**config.mk**
```make
export PLATFORM = sky130hd
export DESIGN_NAME = freq_counter_top
export DESIGN_NICKNAME = d
export VERILOG_FILES = /design/src/rtl/fc_pkg.sv /design/src/rtl/fc_input_sync.sv /design/src/rtl/fc_gate_seq.sv /design/src/rtl/fc_decade.sv /design/src/rtl/freq_counter_top.sv
export SDC_FILE = /design/constraint.sdc
export NUM_CORES = 1
export LEC_CHECK = 0
export CORE_ASPECT_RATIO = 1.2
export CORE_MARGIN = 4
export CORE_UTILIZATION = 63
export CTS_BUF_LIST = sky130_fd_sc_hd__clkbuf_4
export DETAILED_ROUTE_END_ITERATION = 7
export PLACE_DENSITY_LB_ADDON = 0.2
export SLEW_MARGIN = 20
export SYNTH_ARGS = -nofsm -noshare
export SYNTH_HDL_FRONTEND = slang
export SYNTH_SLANG_ARGS = --single-unit
```
**constraint.sdc**
```tcl
create_clock -name clk -period 6.2 [get_ports clk]
set_input_delay 1.55 -clock clk [delete_from_list [all_inputs] [get_ports clk]]
set_output_delay 1.55 -clock clk [all_outputs]
set_load 0.01 [all_outputs]
```
**src/rtl/fc_pkg.sv**
```systemverilog
package fc_pkg;

    localparam int BCD_W = 4;
    localparam logic [BCD_W-1:0] BCD_MAX = 4'd9;

    typedef logic [BCD_W-1:0] bcd_t;

    typedef enum logic [1:0] {
        PH_GATE   = 2'd0,
        PH_STROBE = 2'd1,
        PH_CLEAR  = 2'd2
    } phase_e;

    typedef struct packed {
        logic gate;
        logic strobe;
        logic clear;
    } seq_ctl_t;

    function automatic bcd_t bcd_next(bcd_t d);
        return (d == BCD_MAX) ? '0 : bcd_t'(d + 4'd1);
    endfunction

    function automatic logic bcd_wraps(bcd_t d, logic inc);
        return inc && (d == BCD_MAX);
    endfunction

endpackage

```
**src/rtl/fc_input_sync.sv**
```systemverilog
module fc_input_sync #(
    parameter int STAGES = 2
) (
    input  logic clk,
    input  logic rst,
    input  logic sig_i,
    output logic rise_o
);
    localparam int DEPTH = (STAGES < 2) ? 2 : STAGES;

    // sh[DEPTH-1] is the last synchronized level, sh[DEPTH] the level one cycle earlier
    logic [DEPTH:0] sh;

    always_ff @(posedge clk) begin
        if (rst) sh <= '0;
        else     sh <= {sh[DEPTH-1:0], sig_i};
    end

    assign rise_o = sh[DEPTH-1] & ~sh[DEPTH];

    AST_RISE_SINGLE: assert property (@(posedge clk) disable iff (rst)
        rise_o |=> !rise_o);

endmodule

```
**src/rtl/fc_gate_seq.sv**
```systemverilog
module fc_gate_seq
    import fc_pkg::*;
#(
    parameter int GATE_CYCLES = 20000
) (
    input  logic     clk,
    input  logic     rst,
    output seq_ctl_t ctl_o
);
    localparam int TW = (GATE_CYCLES < 2) ? 1 : $clog2(GATE_CYCLES);
    localparam logic [TW-1:0] LAST = TW'(GATE_CYCLES - 1);

    phase_e        phase_q;
    logic [TW-1:0] timer_q;

    always_ff @(posedge clk) begin
        if (rst) begin
            phase_q <= PH_GATE;
            timer_q <= '0;
        end else begin
            unique case (phase_q)
                PH_GATE: begin
                    if (timer_q == LAST) begin
                        phase_q <= PH_STROBE;
                        timer_q <= '0;
                    end else begin
                        timer_q <= timer_q + 1'b1;
                    end
                end
                PH_STROBE: phase_q <= PH_CLEAR;
                default:   phase_q <= PH_GATE;
            endcase
        end
    end

    always_comb begin
        ctl_o.gate   = (phase_q == PH_GATE);
        ctl_o.strobe = (phase_q == PH_STROBE);
        ctl_o.clear  = (phase_q == PH_CLEAR);
    end

    AST_ONE_PHASE: assert property (@(posedge clk) disable iff (rst)
        $countones(ctl_o) == 1);
    AST_GATE_HOLDS: assert property (@(posedge clk) disable iff (rst)
        (ctl_o.gate && timer_q != LAST) |=> ctl_o.gate);
    AST_STROBE_THEN_CLEAR: assert property (@(posedge clk) disable iff (rst)
        ctl_o.strobe |=> ctl_o.clear);
    AST_CLEAR_THEN_GATE: assert property (@(posedge clk) disable iff (rst)
        ctl_o.clear |=> (ctl_o.gate && timer_q == '0));

endmodule

```
**src/rtl/fc_decade.sv**
```systemverilog
module fc_decade
    import fc_pkg::*;
(
    input  logic clk,
    input  logic rst,
    input  logic clr,
    input  logic inc,
    output bcd_t digit_o,
    output logic carry_o
);
    always_ff @(posedge clk) begin
        if (rst || clr)  digit_o <= '0;
        else if (inc)    digit_o <= bcd_next(digit_o);
    end

    assign carry_o = bcd_wraps(digit_o, inc);

    AST_DIGIT_RANGE: assert property (@(posedge clk) disable iff (rst)
        digit_o <= BCD_MAX);
    AST_DIGIT_IDLE: assert property (@(posedge clk) disable iff (rst)
        (!inc && !clr) |=> $stable(digit_o));
    AST_DIGIT_WRAP: assert property (@(posedge clk) disable iff (rst)
        (carry_o && !clr) |=> (digit_o == '0));

endmodule

```
**src/rtl/freq_counter_top.sv**
```systemverilog
module freq_counter_top
    import fc_pkg::*;
#(
    parameter int GATE_CYCLES = 20000,
    parameter int NUM_DIGITS  = 4,
    parameter int SYNC_STAGES = 2
) (
    input  logic                        clk,
    input  logic                        rst,
    input  logic                        sig_i,
    output logic [BCD_W*NUM_DIGITS-1:0] digits_o,
    output logic                        ovf_o,
    output logic                        valid_o
);
    localparam int CNT_W = BCD_W * NUM_DIGITS;

    logic            rise;
    seq_ctl_t        ctl;
    logic            count_en;
    logic            pre_q;
    logic            ovf_q;
    logic [NUM_DIGITS:0] inc;
    logic [CNT_W-1:0]    cnt_flat;

    fc_input_sync #(.STAGES(SYNC_STAGES)) u_sync (
        .clk    (clk),
        .rst    (rst),
        .sig_i  (sig_i),
        .rise_o (rise)
    );

    fc_gate_seq #(.GATE_CYCLES(GATE_CYCLES)) u_seq (
        .clk   (clk),
        .rst   (rst),
        .ctl_o (ctl)
    );

    // divide-by-two ahead of the decades
    assign count_en = rise & ctl.gate;
    assign inc[0]   = count_en & pre_q;

    always_ff @(posedge clk) begin
        if (rst || ctl.clear) pre_q <= 1'b0;
        else if (count_en)    pre_q <= ~pre_q;
    end

    for (genvar k = 0; k < NUM_DIGITS; k++) begin : g_dec
        bcd_t dig;
        fc_decade u_dec (
            .clk     (clk),
            .rst     (rst),
            .clr     (ctl.clear),
            .inc     (inc[k]),
            .digit_o (dig),
            .carry_o (inc[k+1])
        );
        assign cnt_flat[BCD_W*k +: BCD_W] = dig;
    end

    always_ff @(posedge clk) begin
        if (rst || ctl.clear)     ovf_q <= 1'b0;
        else if (inc[NUM_DIGITS]) ovf_q <= 1'b1;
    end

    always_ff @(posedge clk) begin
        if (rst) begin
            digits_o <= '0;
            ovf_o    <= 1'b0;
            valid_o  <= 1'b0;
        end else begin
            valid_o <= ctl.strobe;
            if (ctl.strobe) begin
                digits_o <= cnt_flat;
                ovf_o    <= ovf_q;
            end
        end
    end

    AST_VALID_PULSE: assert property (@(posedge clk) disable iff (rst)
        valid_o |=> !valid_o);
    AST_HOLD_RESULT: assert property (@(posedge clk) disable iff (rst)
        !ctl.strobe |=> ($stable(digits_o) && $stable(ovf_o)));
    AST_CLEAN_START: assert property (@(posedge clk) disable iff (rst)
        ctl.clear |=> (cnt_flat == '0 && !pre_q && !ovf_q));
    AST_NO_COUNT_OUTSIDE: assert property (@(posedge clk) disable iff (rst)
        (!ctl.gate && !ctl.clear) |=> $stable(cnt_flat));
    AST_OVF_STICKY: assert property (@(posedge clk) disable iff (rst)
        (ovf_q && !ctl.clear) |=> ovf_q);

endmodule

```
# Word level (Yosys, flattened, before mapping)
# Cells that the tools add are included.
totals:
  inputBits: 3
  regBits: 56
  wordCells: 43
  output_inout_bits: 18
op_classes:
  muxes: 7
  n_addsub: 5
  n_eq_ne: 8
  n_reduce_logical: 6
  bitwise: 5
ops:
  columns: ["op", "count"]
  rows:
  - ["adder 4 x 1 -> 4 bit (second input constant)", 4]
  - ["== test 4 bit (second input constant)", 4]
  - ["2-to-1 mux 4 bit", 4]
  - ["adder 15 x 1 -> 15 bit (second input constant)", 1]
  - ["== test 15 bit (second input constant)", 1]
  - ["2-to-1 mux 15 bit", 1]
  - ["logical AND 1 bit", 4]
  - ["one-hot mux 2 bit (2 select lines)", 1]
  - ["bitwise AND 1 bit", 3]
  - ["== test 2 x 1 -> 1 bit (second input constant)", 1]
  - ["== test 2 bit (second input constant)", 1]
  - ["zero test 2 bit", 1]
  - ["2-to-1 mux 2 bit", 1]
  - ["!= test 2 x 1 -> 1 bit (second input constant)", 1]
  - ["inverter 1 bit", 2]
  - ["logical OR 1 bit", 1]

# Logic depth before layout (Yosys ltp)
# Gate-level depths: netlist of the first run.
logic_depth:
  word_depth: 8
  mapped_depth: 6
  ltp_nobuf: 5

# Hierarchy
# Synthesis of the first run repeated with hierarchy kept, for this count alone.
unflattened:
  cells_unflattened: 248
  area_unflattened_um2: 2434.8
by_module_without_submodules:
  columns: ["module", "seq_area_each_um2", "area_per_inst_um2", "cells_each", "n_inst"]
  rows:
  - ["fc_gate_seq", 340.3, 852.1, 95, 1]
  - ["fc_decade", 80.1, 192.7, 20, 4]
  - ["freq_counter_top", 400.4, 724.4, 66, 1]
  - ["fc_input_sync", 60.1, 87.6, 7, 1]

# Worst setup path after synthesis of the first run
# OpenSTA, ideal clock, no wires.
synth_path:
  path_kind: "input-to-reg"
  from: "input port rst"
  to: "register u_seq.timer_q[10]"
  path_stages: 4
  path_slack_ns: 3.801
  setup_ns: 0.128
  arrival_time_ns: 2.272
  required_ns: 6.072
  path_buffers: 2
  cell_sequence: "clkbuf_1 a41o_1 clkbuf_1 nor2_1"
synth_lines:
  columns: ["element", "line", "source"]
  rows:
  - ["start, declared", "freq_counter_top.sv:9", "input logic rst,"]
  - ["end signal, assigned", "fc_gate_seq.sv:27", "timer_q <= timer_q + 1'b1;"]
  - ["end, declared", "fc_gate_seq.sv:14", "logic [TW-1:0] timer_q;"]

# Worst setup path after layout of the first run
layout_path:
  from: "input port rst"
  to: "register g_dec[1].u_dec.digit_o[3]"
layout_via:
  elab_chain_len: 1
layout_rtl:
  columns: ["element", "line", "source"]
  rows:
  - ["logical OR 1 bit", "fc_decade.sv:12", "if (rst || clr) digit_o <= '0;"]
  - ["end signal, assigned", "fc_decade.sv:13", "else if (inc) digit_o <= bcd_next(digit_o);"]
  - ["end, declared", "fc_decade.sv:8", "output bcd_t digit_o,"]
# Every way passes these cells.
# A chain may end at the register's enable or synchronous reset.

==> impl_metrics.env, run 1 <==
export IMPL_cts_sinks=56
export IMPL_wl_microns=4449
export IMPL_p_leak_nw=0.8461
export IMPL_cts_htree_levels=2
export IMPL_fin_worst_skew_ns=0.003837
export IMPL_p_per_area_mw_per_mm2=203.1
export IMPL_cts_root_buffer="clkbuf_4"
export IMPL_fin_crit_ns=2.882
export IMPL_rsz0062_at_grt="no"
export IMPL_n_antenna_cell=0
export IMPL_ant_nets=0
export IMPL_dp_cells=320
export IMPL_ctsResizeCount=0
export IMPL_syn_nets=277
export IMPL_clk_pin_slew_ns=0.14
export IMPL_setup_viol=0
export IMPL_crit_required_ns=6.51
export IMPL_ys_async_sr_fraction_pct=0
export IMPL_fillers=274
export IMPL_finalSetupTns_ns=0
export IMPL_post_route_cell_area_sq_mm=0.002587
export IMPL_dr_pass1_iters=5
export IMPL_worstPathMaxFanout=30
export IMPL_vdd_drop_max_uv=149.0
export IMPL_ys_warn_count=0
export IMPL_synth_avg_cell_area_sq_um=8.529
export IMPL_syn_area_sq_mm=0.002328
export IMPL_start_util_pct=67.43
export IMPL_ys_flop_type="dfxtp_1"
export IMPL_overflow=0
export IMPL_end_kind="register"
export IMPL_cts_tree="built"
export IMPL_rrSetupSlack_ns=3.82
export IMPL_post_cts_buffers=0
export IMPL_criticalPathCategory="in2reg"
export IMPL_via_per_inst=5.927
export IMPL_cp_arrival_ns=3.19
export IMPL_min_path_cells=1
export IMPL_placed_area_sq_mm=0.002540
export IMPL_final_hold_viol_count=0
export IMPL_hold_start="u_sync.sh[0]"
export IMPL_ctsLongestPathBuffers=2
export IMPL_wl_per_cell_microns=13.61
export IMPL_worst_setup_path_start_kind="primary input"
export IMPL_status="complete, no violations"
export IMPL_nNetsFinal=294
export IMPL_grt_pass1_vias=1742
export IMPL_tightest_slew_ns=0.8806
export IMPL_r2r_start="u_seq.phase_q[1]"
export IMPL_drive_gt1_share_pct=3.448
export IMPL_vias=1938
export IMPL_synth_cells=273
export IMPL_seq_area_frac_synth_pct=48.15
export IMPL_max_slew_margin_pct=40.49
export IMPL_grt_start_max_net_pins=31
export IMPL_grt_usage_pct=20.48
export IMPL_max_cap_violations=0
export IMPL_final_core_util_pct=74.93
export IMPL_drc_errors=0
export IMPL_numPortBuffers=20
export IMPL_worst_r2r_path_depth=4
export IMPL_synth_ff_latch_count=56
export IMPL_synth_edf_count=0
export IMPL_dp_hpwl_microns=3128
export IMPL_clock_latency_ns=0.37
export IMPL_cts_hold_buf=0
export IMPL_drv_slew=0
export IMPL_antenna_found_initial=0
export IMPL_gp_congestion=0.7977
export IMPL_final_cells=327
export IMPL_holdPathEnd="u_sync.sh[1]"
export IMPL_first_iter_violations=166
export IMPL_synth_cell_type_count=41
export IMPL_die_area_sq_mm=0.004736
export IMPL_area_delta_synth_final_pct=11.12
export IMPL_grt_first_pass_wirelength_microns=7583
export IMPL_max_freq_mhz=347.0
export IMPL_period_share_pct=46.48
export IMPL_pin_count=21
export IMPL_die_width_microns=63.50
export IMPL_die_height_microns=74.60
export IMPL_core_region_area_sq_mm=0.003453
export IMPL_rr_endpoint="g_dec[3].u_dec.digit_o[1]"
export IMPL_cts_buffers_inserted=5
export IMPL_fp_row_count=23
export IMPL_min_path_type="reg2reg"
## critical path: stages
cell and delay, ns:
clkdlybuf4s50_1 0.40, buf_4 0.23, a21o_1 0.37, or4_1 0.48
o211ai_1 0.16
## Yosys cell counts (3+ instances only)
| library cell | number | area [sq um] |
|---|---|---|
| dfxtp_1 | 56 | 1121 |
| a21oi_1 | 35 | 175.2 |
| and2_1 | 3 | 18.77 |
| or3_1 | 7 | 43.79 |
| o31ai_1 | 4 | 30.03 |
| xor2_1 | 11 | 96.34 |
| o21ai_0 | 11 | 55.05 |
| clkbuf_1 | 8 | 30.03 |
| nand2_1 | 46 | 172.7 |
| nor2_1 | 22 | 82.58 |
| nand3_1 | 7 | 35.03 |
| or4_1 | 5 | 37.54 |
| nor4b_1 | 4 | 35.03 |
| nor2b_1 | 9 | 56.30 |
| inv_1 | 5 | 18.77 |
| nand4_1 | 8 | 50.05 |
## sequential cells by signal, indices dropped and copies added (netlist names)
register,flops
digits_o,16
g_dec.u_dec.digit_o,16
u_seq.timer_q,15
u_sync.sh,3
u_seq.phase_q,2
ovf_o,1
ovf_q,1
pre_q,1
valid_o,1
## cell type report
type	instances	area [sq um]	share of cell area [%]
Clock buffer	5	37.54	1.451
Tap cell	37	46.29	1.789
Sequential cell	56	1121	43.33
Timing Repair Buffer	21	207.7	8.027
Multi-Input combinational cell	201	1149	44.39
Inverter	5	18.77	0.7253
Clock inverter	2	7.507	0.2901
## cells in the final DEF (no fill, tap or decap), drive strengths merged, types with 4 or more instances in the layout
cell type / synthesis / layout
dfxtp: 56 / 56
nand2: 46 / 46
a21oi: 35 / 35
nor2: 22 / 22
clkdlybuf4s50: 0 / 20
xor2: 11 / 11
o21ai: 11 / 11
nor2b: 9 / 9
nand4: 8 / 8
nand3: 7 / 7
or3: 7 / 7
or4: 6 / 6
inv: 5 / 5
clkbuf: 8 / 5
nor4b: 5 / 5
o31ai: 4 / 4
## per-stage QoR
stage          power (mW)  hold slack [ns]  setup WS [ns]
3_5_place_dp       0.3890           0.4383          2.916
6_report           0.5254           0.4625          3.318
5_1_grt            0.5465           0.4733          3.221
3_3_place_gp       0.3886           0.4330          2.970
2_1_floorplan      0.3845           0.4138          3.801
4_1_cts            0.5301           0.4621          3.321
## kinds of logic (layout without fill, tap and decap cells)
logic type	Yosys count	count (layout)	synth area share [%]
AOI/OAI and AO/OA	60	60	14.78
xor gates and xnor gates	13	13	4.890
adders and majority gates	1	1	0.5373
buffers and inverters	16	33	2.633
DFF	56	56	48.15
muxes	1	1	0.4299
and+or+nand+nor	126	126	28.59
## report_power, final
group / total [mW] / switching [mW] / internal [mW]
Combinational: 0.0157 / 0.00944 / 0.00625
Clock: 0.144 / 0.105 / 0.0399
Sequential: 0.365 / 0.00234 / 0.363
Total: 0.525 / 0.116 / 0.409
## worst max path at each step
stage | endpoint | depth (start not counted) | startpoint
CTS | g_dec[1].u_dec.digit_o[3] | 5 | rst
global route | g_dec[1].u_dec.digit_o[3] | 5 | rst
finish | g_dec[1].u_dec.digit_o[3] | 5 | rst
detailed placement | g_dec[1].u_dec.digit_o[3] | 5 | rst
global placement | g_dec[1].u_dec.digit_o[3] | 5 | rst
floorplan | u_seq.timer_q[10] | 4 | rst
## routing by layer
metal | up-vias | global-route usage (%) | part of all wire [%]
li1 | 997 | - | -
met1 | 914 | 22.87 | 45
met2 | 21 | 37.70 | 51
met5 | - | 0 | 0
met4 | 0 | 7.434 | 1.6
met3 | 6 | 5.438 | 2.5
No activity file was read; power rests on OpenSTA's default activity.
==> inputs of run 2 (changes only) <==
--- a/config.mk
+++ b/config.mk
@@ -7,7 +7,7 @@
 export LEC_CHECK = 0
 export CORE_ASPECT_RATIO = 1.2
 export CORE_MARGIN = 4
-export CORE_UTILIZATION = 63
+export CORE_UTILIZATION = 53
 export CTS_BUF_LIST = sky130_fd_sc_hd__clkbuf_4
 export DETAILED_ROUTE_END_ITERATION = 7
 export PLACE_DENSITY_LB_ADDON = 0.2
==> constraint.sdc (replaced) <==
create_clock -name clk -period 2.39 [get_ports clk]
set_input_delay 0.5975 -clock clk [delete_from_list [all_inputs] [get_ports clk]]
set_output_delay 0.5975 -clock clk [all_outputs]
set_load 0.01 [all_outputs]
==> run 2 against run 1 <==
Effect of this change:
- non-clock buffer count grew 10
- count of clock-buffer cells in the layout is the same
- global-route usage shrank 0.97 points
- clock skew grew 0.0055 ns
- clock power grew to 2.7 times the previous value
- die area grew 17%
- worst hold slack gained 0.0019 ns
- cell count grew 9.2%
- critical path depth shrank 1
- cell area grew 4.0%
- combinational power grew to 2.9 times the previous value
- core utilization shrank 12 points
- critical endpoint is now g_dec[3].u_dec.digit_o[1]
- largest cell class unchanged
==> impl_metrics.env, run 2 (synthesis results as in run 1) <==
export IMPL_start_util_pct=54.64
export IMPL_antenna_found_initial=0
export IMPL_cts_buffers_inserted=5
export IMPL_cts_sinks=56
export IMPL_cts_hold_buf=0
export IMPL_layout_commonest_cell="dfxtp_1"
export IMPL_max_cap_violations=0
export IMPL_dr_pass1_iters=4
export IMPL_top_regs="digits_o x16, g_dec.u_dec.digit_o x16, u_seq.timer_q x15"
export IMPL_ant_nets=0
export IMPL_gp_congestion=0.7943
export IMPL_grt_first_pass_wirelength_microns=8280
export IMPL_end_kind="register"
export IMPL_first_iter_violations=151
export IMPL_wl_microns=4704
export IMPL_layout_cells_most_common_list="dfxtp_1, nand2_1, a21oi_1"
export IMPL_clk_pin_slew_ns=0.15
export IMPL_crit_path_max_incr_delay_ns=0.62
export IMPL_numPortBuffers=20
export IMPL_drc_errors=0
export IMPL_worstPathMaxFanout=13
export IMPL_cts_tree="built"
export IMPL_post_cts_buffers=0
export IMPL_ctsLongestPathBuffers=2
export IMPL_ctsResizeCount=0
export IMPL_grt_usage_pct=19.50
export IMPL_tightest_slew_ns=0.5582
export IMPL_pin_count=21
export IMPL_dp_hpwl_microns=3272
export IMPL_p_per_area_mw_per_mm2=513.8
export IMPL_max_slew_margin_pct=62.28
export IMPL_period_share_pct=94.43
export IMPL_p_leak_nw=0.9034
export IMPL_core_region_area_sq_mm=0.004262
export IMPL_nNetsFinal=304
export IMPL_via_per_inst=5.571
export IMPL_die_height_microns=80.61
export IMPL_min_path_type="reg2reg"
export IMPL_vias=1989
export IMPL_overflow=0
export IMPL_die_width_microns=68.51
export IMPL_fin_worst_skew_ns=0.009375
export IMPL_status="complete, no violations"
export IMPL_fin_crit_ns=2.257
export IMPL_vdd_drop_max_uv=424.5
export IMPL_cp_arrival_ns=2.57
export IMPL_grt_pass1_vias=1860
export IMPL_rsz0062_at_grt="no"
export IMPL_fp_row_count=26
export IMPL_final_hold_viol_count=0
export IMPL_worst_setup_path_start_kind="register"
export IMPL_dp_cells=349
export IMPL_clock_latency_ns=0.37
export IMPL_crit_required_ns=2.70
export IMPL_grt_start_max_net_pins=18
export IMPL_cp_slowest_cell="or4_4"
export IMPL_max_freq_mhz=443.1
export IMPL_wl_per_cell_microns=13.18
export IMPL_final_cells=357
export IMPL_drive_gt1_share_pct=6.977
export IMPL_criticalPathCategory="reg2reg"
export IMPL_cts_root_buffer="clkbuf_4"
export IMPL_drv_slew=0
export IMPL_cp_cell_sequence="or4b_4 > or4_4 > or4_1 > a21oi_1"
export IMPL_die_area_sq_mm=0.005522
export IMPL_n_antenna_cell=0
export IMPL_finalSetupTns_ns=0
export IMPL_setup_viol=0
export IMPL_cts_htree_levels=2
export IMPL_area_delta_synth_final_pct=15.53
run 2: worst max-delay path, delay by kind of cell (launching register included):
family / cells / cell delay (ns)
and+or+nand+nor: 3 / 1.71
DFF: 1 / 0.34
AOI/OAI and AO/OA: 1 / 0.15
run 2: final timing paths:
check                         from  depth (start not counted)  slack, ns                        end
hold / removal         digits_o[4]                          2       0.46                digits_o[4]
hold reg to reg        digits_o[4]                          2       0.46                digits_o[4]
setup / recovery  u_seq.phase_q[0]                          4       0.13  g_dec[3].u_dec.digit_o[1]
setup reg to reg  u_seq.phase_q[0]                          4       0.13  g_dec[3].u_dec.digit_o[1]
run 2: layout make-up:
cell class | instances | area (sq um)
Sequential cell | 56 | 1121
Timing Repair Buffer | 31 | 282.8
Clock buffer | 5 | 37.54
Clock inverter | 3 | 13.76
Multi-Input combinational cell | 201 | 1146
Fill cell | 372 | 1572
Tap cell | 56 | 70.07
Inverter | 5 | 18.77
run 2: where the power goes:
part	internal (mW)	leakage [nW]	switching, mW
clock	0.109	0.0324	0.280
sequential	0.942	0.452	0.00624
combinational	0.0194	0.419	0.0262
total	1.07	0.903	0.312
run 2: stage by stage:
stage / cell area, sq um / util, % / hold slack, ns / setup slack (ns) / power [mW]
after floorplan: 2328 / - / 0.4138 / 0.2195 / 0.9974
after global placement: 2639 / 61.92 / 0.4178 / 0.1974 / 1.013
after detailed placement: 2639 / 61.92 / 0.4357 / 0.1850 / 1.014
after CTS: 2690 / 63.12 / 0.4633 / 0.1426 / 1.399
after global routing: 2690 / 63.12 / 0.4720 / 0.02669 / 1.443
final: 2690 / 63.12 / 0.4644 / 0.1330 / 1.382
run 2: layer usage:
metal	part of all wire (%)	routed length (microns)	global-route usage (%)	up-vias
li1	-	-	-	1016
met1	46	2146	23.66	947
met2	50	2362	33.24	22
met3	2.9	138	5.035	4
met4	1.2	57	5.368	0
met5	0	0	0	-
